## config.mk

```make
export PLATFORM = sky130hd
export DESIGN_NAME = pd_hold_wrap
export DESIGN_NICKNAME = d
export VERILOG_FILES = /design/src/rtl/pdh_pkg.sv /design/src/rtl/pdh_ctrl.sv /design/src/rtl/pdh_hold_reg.sv /design/src/rtl/pd_hold_wrap.sv
export SDC_FILE = /design/constraint.sdc
export NUM_CORES = 1
export LEC_CHECK = 0
export BUFFER_PORTS_ARGS = -buffer_cell sky130_fd_sc_hd__buf_2
export CORE_MARGIN = 2
export CORE_UTILIZATION = 42
export CTS_CLUSTER_SIZE = 12
export DETAILED_ROUTE_END_ITERATION = 10
export PLACE_DENSITY = 0.75
export SYNTH_ARGS = -nofsm -noshare
export SYNTH_HDL_FRONTEND = slang
export SYNTH_SLANG_ARGS = --single-unit
```

## constraint.sdc

```tcl
create_clock -name clk -period 1.9 [get_ports clk]
set_clock_uncertainty 0.2 [all_clocks]
set_input_delay 0.095 -clock clk [delete_from_list [all_inputs] [get_ports clk]]
set_output_delay 0.095 -clock clk [all_outputs]
set_load 0.02 [all_outputs]
```

## src/rtl/pdh_pkg.sv

```systemverilog
package pdh_pkg;

    // Freeze controller phases
    typedef enum logic [1:0] {
        PH_RUN  = 2'd0,
        PH_HOLD = 2'd1,
        PH_WAKE = 2'd2
    } ph_state_e;

    // Control pin counts as a power-down request only when the option is set
    function automatic logic pd_request(input logic opt, input logic pin);
        return opt & pin;
    endfunction

    // Level forwarded to the core from the control pin
    function automatic logic pd_as_data(input logic opt, input logic pin);
        return opt ? 1'b0 : pin;
    endfunction

endpackage

```

## src/rtl/pdh_ctrl.sv

```systemverilog
module pdh_ctrl
    import pdh_pkg::*;
#(
    parameter int RESUME_CYCLES = 3
) (
    input  logic clk,
    input  logic rst,
    input  logic pd_req,
    output logic hold_sel
);
    localparam int CW = (RESUME_CYCLES > 1) ? $clog2(RESUME_CYCLES) : 1;
    localparam logic [CW-1:0] LOAD_VAL = CW'(RESUME_CYCLES - 1);

    ph_state_e     state_q, state_d;
    logic [CW-1:0] cnt_q, cnt_d;

    always_comb begin
        state_d = state_q;
        cnt_d   = cnt_q;
        unique case (state_q)
            PH_RUN: begin
                if (pd_req) state_d = PH_HOLD;
            end
            PH_HOLD: begin
                if (!pd_req) begin
                    state_d = PH_WAKE;
                    cnt_d   = LOAD_VAL;
                end
            end
            PH_WAKE: begin
                if (pd_req) begin
                    state_d = PH_HOLD;
                end else if (cnt_q == '0) begin
                    state_d = PH_RUN;
                end else begin
                    cnt_d = cnt_q - 1'b1;
                end
            end
            default: state_d = PH_RUN;
        endcase
    end

    always_ff @(posedge clk) begin
        if (rst) begin
            state_q <= PH_RUN;
            cnt_q   <= '0;
        end else begin
            state_q <= state_d;
            cnt_q   <= cnt_d;
        end
    end

    // Freeze takes effect as soon as the request appears
    assign hold_sel = pd_req | (state_q != PH_RUN);

endmodule

```

## src/rtl/pdh_hold_reg.sv

```systemverilog
module pdh_hold_reg #(
    parameter int W = 8
) (
    input  logic         clk,
    input  logic         rst,
    input  logic         hold,
    input  logic [W-1:0] live,
    output logic [W-1:0] seen
);
    logic [W-1:0] shadow_q;

    // Shadow tracks the live value on every edge outside a freeze
    always_ff @(posedge clk) begin
        if (rst) begin
            shadow_q <= '0;
        end else if (!hold) begin
            shadow_q <= live;
        end
    end

    for (genvar b = 0; b < W; b++) begin : g_bit
        assign seen[b] = hold ? shadow_q[b] : live[b];
    end

endmodule

```

## src/rtl/pd_hold_wrap.sv

```systemverilog
module pd_hold_wrap
    import pdh_pkg::*;
#(
    parameter int N_IN          = 8,
    parameter int N_OUT         = 8,
    parameter int RESUME_CYCLES = 3
) (
    input  logic             clk,
    input  logic             rst,
    input  logic             pd_opt,
    input  logic             pd_pin,
    input  logic [N_IN-1:0]  pin_in,
    input  logic [N_OUT-1:0] core_out,
    input  logic [N_OUT-1:0] core_oe,
    output logic [N_IN:0]    core_in,
    output logic             core_clk_en,
    output logic [N_OUT-1:0] pin_out,
    output logic [N_OUT-1:0] pin_oe,
    output logic             hold_active
);
    localparam int IW = N_IN + 1;

    logic          pd_req;
    logic          hold_sel;
    logic [IW-1:0] live_in;

    assign pd_req  = pd_request(pd_opt, pd_pin);
    assign live_in = {pd_as_data(pd_opt, pd_pin), pin_in};

    pdh_ctrl #(.RESUME_CYCLES(RESUME_CYCLES)) u_ctrl (
        .clk      (clk),
        .rst      (rst),
        .pd_req   (pd_req),
        .hold_sel (hold_sel)
    );

    pdh_hold_reg #(.W(IW)) u_in_hold (
        .clk  (clk),
        .rst  (rst),
        .hold (hold_sel),
        .live (live_in),
        .seen (core_in)
    );

    pdh_hold_reg #(.W(N_OUT)) u_dat_hold (
        .clk  (clk),
        .rst  (rst),
        .hold (hold_sel),
        .live (core_out),
        .seen (pin_out)
    );

    pdh_hold_reg #(.W(N_OUT)) u_oe_hold (
        .clk  (clk),
        .rst  (rst),
        .hold (hold_sel),
        .live (core_oe),
        .seen (pin_oe)
    );

    assign core_clk_en = ~hold_sel;
    assign hold_active = hold_sel;

endmodule

```

* Yosys cells after proc, flatten, opt, wreduce, memory -nomap -nowiden
Index checks and enable logic that the tools add are counted.
** Word-level totals
- Register bits :: 29
- Word-level logic and storage cells :: 56
** Cells by class
- Bitwise gates (word level) :: 3
- Add/subtract/negate cells :: 1
- Reductions and logical operators :: 6
- Muxes and demuxes :: 34
- Equal/unequal tests :: 7
** Operators by type and width (number)
- 1-bit 2-to-1 mux :: 26
- 2-bit 2-to-1 mux :: 6
- 2-bit != test (second input constant) :: 3
- 2-bit one-hot mux with 3 select lines :: 1
- 2-bit logical NOT :: 2
- 2-bit one-hot mux with 2 select lines :: 1
- 4-bit AND reduction :: 1
- 2-bit nonzero test :: 2
- 3-bit by 1-bit != test with 1-bit output (second input constant) :: 1
- 3-bit AND reduction :: 1
- 2-bit by 1-bit equality test with 1-bit output (second input constant) :: 1
- 2-bit equality test (second input constant) :: 1
- 2-bit by 1-bit != test with 1-bit output (second input constant) :: 1
- 2-bit by 1-bit subtractor with 2-bit output (second input constant) :: 1
- 1-bit AND :: 1
- 1-bit NOT :: 1
- 1-bit bitwise OR :: 1

* Depth between registers and ports, before layout
- Depth in word-level cells :: 4
- Mapped depth :: 5
- Gate-level depth less buffers :: 5

* Hierarchy
A second synthesis with hierarchy kept.
** Unflattened totals
- Cells, all modules :: 106
- Area total of the unflattened synthesis :: 1322.5 um^2
** By module, submodules not included
- pdh_hold_reg at u_dat_hold ... :: area an instance 341.6 um^2, cells each 25, instances 2, sequential area each 160.2 um^2
- pdh_hold_reg at u_in_hold :: area an instance 382.9 um^2, cells each 28, instances 1, sequential area each 180.2 um^2
- pdh_ctrl :: area an instance 236.5 um^2, cells each 25, instances 1, sequential area each 80.1 um^2
- pd_hold_wrap :: area an instance 20.0 um^2, cells each 3, instances 1, sequential area each 0.0 um^2

* Worst setup path after synthesis
OpenSTA, ideal clock, no wires.
- Kind :: register to register
- Start :: register u_ctrl.state_q[1]
- End :: register u_dat_hold.shadow_q[0]
- Arrival :: 1537 ps
- Stages on the path, launching flop included :: 6
- Setup slack :: 49 ps
- Buffers on the path :: 2
- Period minus slack after synthesis :: 1851 ps
- Required time :: 1586 ps
- Cell sequence :: dfxtp_1 buf_6 a211oi_4 buf_6 mux2_4 and2b_1
** Between the ends
- Word-level cells in the longest chain between the ends :: 2
** Ends and longest elaborated chain
- start, declared :: line pdh_ctrl.sv:14 : ph_state_e state_q, state_d;
- start signal, assigned :: line pdh_ctrl.sv:48 : state_q <= state_d;
- 2-bit nonzero test :: line pdh_ctrl.sv:54 : assign hold_sel = pd_req | (state_q != PH_RUN);
- 1-bit bitwise OR :: line pdh_ctrl.sv:54
- end signal, assigned :: line pdh_hold_reg.sv:17 : shadow_q <= live;
- end, declared :: line pdh_hold_reg.sv:10 : logic [W-1:0] shadow_q;
Every way passes these cells.
A chain may end at the register's enable or synchronous reset.

* Worst setup path in the final report
- Start :: register u_ctrl.state_q[1]
- End :: output port pin_out[5]
** Between the ends
- Word-level cells in the longest chain between the ends :: 3
** Ends and longest elaborated chain
- 2-bit nonzero test :: line pdh_ctrl.sv:54
- 1-bit bitwise OR :: line pdh_ctrl.sv:54
- 1-bit 2-to-1 mux :: line pdh_hold_reg.sv:22 : assign seen[b] = hold ? shadow_q[b] : live[b];
- end, declared :: line pd_hold_wrap.sv:17 : output logic [N_OUT-1:0] pin_out,
Every way passes these cells.

==> impl_metrics.csv <==
group,metric,value,unit
setup_path,crit_family,"buffers and inverters",
detailed_routing,postRouteAntennaNets,0,
timing,fin_crit,1.99,ns
setup_path,worstPathRequired,1.60,ns
detailed_routing,drt-total-wl,3050,um
timing,rsz0062_at_grt,"yes",
synth,synth.area.mux_share,0.263,
detailed_routing,drc_errors,0,
detailed_routing,routed_via_density,4.77,
synth,synth.avg_cell_area,12.4,um2
power_and_ir_drop,power_density,712,mW/mm2
setup_path,crit_fanout,7,
synth,synth_top_area_share,0.452,
clock_tree,clk_latency,0.32,ns
synth,synth_area_leaders,"dfxtp_1, mux2_4, and2b_1",
setup_path,crit_path_end_kind,"output pin",
timing,setup_viol,24,
global_routing,grt_pass1_wl,4960,um
setup_path,criticalPathCategory,"reg2out",
global_routing,grt-ovfl-total,0,
floorplanning,start_util,0.432,
floorplanning,fp-row-count,20,
global_routing,antenna_found_initial,0,
global_routing,grt_usage,0.194,
placement,routabilityCongestion,0.647,
timing,timing.slew.headroom,0.687,
placement,place_ws,0.149,ns
detailed_routing,vias,1074,
placement,dp_hpwl,1660,um
clock_tree,clockBufferDepth,2,
floorplanning,die-height,59.3,um
detailed_routing,post_drt_wl_per_cell,13.6,um
clock_tree,cts_inserted_buffers,5,
min_path,min_path_type,"in2reg",
floorplanning,num_io_pins,55,
timing,fmax,0.501,GHz
synth,synth_cells,104,
setup_path,r2r_slack,0.09,ns
status,violations,"setup timing",
synth,synth_cell_type_count,22,
timing,period_share,1.05,
clock_tree,cts.clk_slew.worst_paths,0.08,ns
floorplanning,fp.dieW,59.3,um
synth,synth_top_area_cell,"dfxtp_1",
global_routing,grt_max_degree,32,
synth,ys_warn_count,0,
setup_path,critPathLaunchType,"flop",
timing,report.final.slew_viol_count,0,
clock_tree,htreeDepth,2,
power_and_ir_drop,p_leak,1.06,nW
clock_tree,clock_sinks,29,
power_and_ir_drop,power,1.47,mW
setup_path,slowest_delay,0.38,ns
floorplanning,core_area,0.00298,mm2
setup_path,cp_slowest_cell,"dfxtp_4",
timing,worst_pin_slew,0.470,ns
synth,synth_compound_area_frac,0.0584,
detailed_routing,drt-pass1-iter-count,2,
setup_path,arrival,1.70,ns
layout,post-route-util,0.693,
synth,synth-seq-cells,29,
synth,synth_top_family_by_area,"multiplexers",
setup_path,crit_chain,"a211oi_4, buf_6, buf_12, mux2_4, buf_6",
global_routing,grt_pass1_vias,1165,
placement,portBuffers,54,
layout,syn_to_final_growth,60.6,%
setup_path,cp_num_buf_inv,3,
synth,syn_area,0.00128,mm2
detailed_routing,first_iter_violations,21,
timing,hold_viol_final,0,
floorplanning,die-area,0.00352,mm2
flow_run,cap_violations,0,
timing,layout_setup_ws,-0.0946,ns
synth,yosys.area_share.adder,0.00974,
status,outcome,"finished, violations left",
layout,drive_gt1_frac,0.495,
clock_tree,tritoncts,"yes",
setup_path,crit_top_cell,"buf_6",
synth,syn-num-nets,133,
layout,nets,222,
layout,antenna_cells,0,
synth,synthSimpleGateAreaFrac,0.169,
power_and_ir_drop,peakVddDrop,0.567,mV
clock_tree,cts-root-buf,"clkbuf_4",
synth,ys_seq_area_frac,0.452,
synth,synth_xor_area_frac,0,
metrics by stage:
step | TNS, ns | hold slack (ns) | instance area (um2) | cells
6_report | -1.92 | 0.0172 | 2060 | 225
5_1_grt | -3.45 | 0.0427 | 2060 | 225
4_1_cts | -2.78 | 0.0103 | 2120 | 226
3_5_place_dp | 0 | 0.245 | 1570 | 185
3_3_place_gp | 0 | 0.237 | 1570 | 185
2_1_floorplan | 0 | 0.0756 | 1280 | 104
path summary, 6_finish.rpt:
check | start | end | depth (start not counted)
min | rst | u_in_hold.shadow_q[7]$_SDFFE_PP0P_ | 2
max | u_ctrl.state_q[1]$_SDFFE_PP0P_ | pin_out[5] | 5
min reg2reg | u_ctrl.cnt_q[1]$_SDFFE_PP0P_ | u_ctrl.cnt_q[1]$_SDFFE_PP0P_ | 2
max reg2reg | u_ctrl.state_q[1]$_SDFFE_PP0P_ | u_in_hold.shadow_q[0]$_SDFFE_PP0P_ | 6
layout make-up:
class	count	area, um2
Tap cell	33	41.3
Clock inverter	1	5.00
Fill cell	217	915
Timing Repair Buffer	89	714
Sequential cell	29	588
Multi-Input combinational cell	65	666
Clock buffer	5	37.5
Inverter	3	11.3
power breakdown:
group          switching, mW  leakage, nW  internal [mW]
Combinational          0.211        0.787          0.280
Clock                  0.187       0.0269          0.128
Sequential            0.0143        0.241          0.649
Total                  0.412         1.06           1.06
cells by family after synthesis:
kind of cell / after synthesis
fa+ha+maj: 1
flops: 29
simple gates: 32
compound gates: 8
buf+inv: 10
mux: 24
cell usage after synthesis:
master,number
dfxtp_1,29
and2b_1,18
mux2_4,18
nor2b_1,8
mux2_2,6
buf_6,3
clkbuf_1,3
inv_1,3
a211oi_1,2
nor3_1,2
a211o_1,1
a211oi_4,1
a221oi_1,1
and3b_1,1
buf_2,1
ha_1,1
nand2_1,1
nor2_1,1
nor4_1,1
o211ai_1,1
o21ai_0,1
o32a_1,1
layout by cell type, fill, tap and decap left out, drive strengths merged, types with 2 or more instances in the layout:
master,count
dfxtp,29
clkbuf,5
inv,3
and2b,18
buf,62
nor3,2
a211oi,3
nor2b,8
dlygate4sd3,27
mux2,24
sequential cells by signal, indices dropped and copies added, names as in the netlist:
name and count:
u_ctrl.cnt_q 2, u_ctrl.state_q 2, u_oe_hold.shadow_q 8, u_in_hold.shadow_q 9
u_dat_hold.shadow_q 8
metal layers:
metal	vias up	GRT usage	share of wire
met3	4	0.0786	0.070
li1	527	-	-
met4	0	0.0487	0.010
met5	-	0	0
met1	499	0.190	0.38
met2	44	0.372	0.54
what timing repair did:
action | in CTS | in global routing
buffers inserted | 6 | 2
hold buffers | 27 | 0
setup endpoints to repair | 24 | 24
endpoints found under the hold margin | 26 | 0
resized for setup | 38 | 2
gates cloned | 2 | 0
pin swaps | 1 | 1
(Power assumes the default switching activity.)
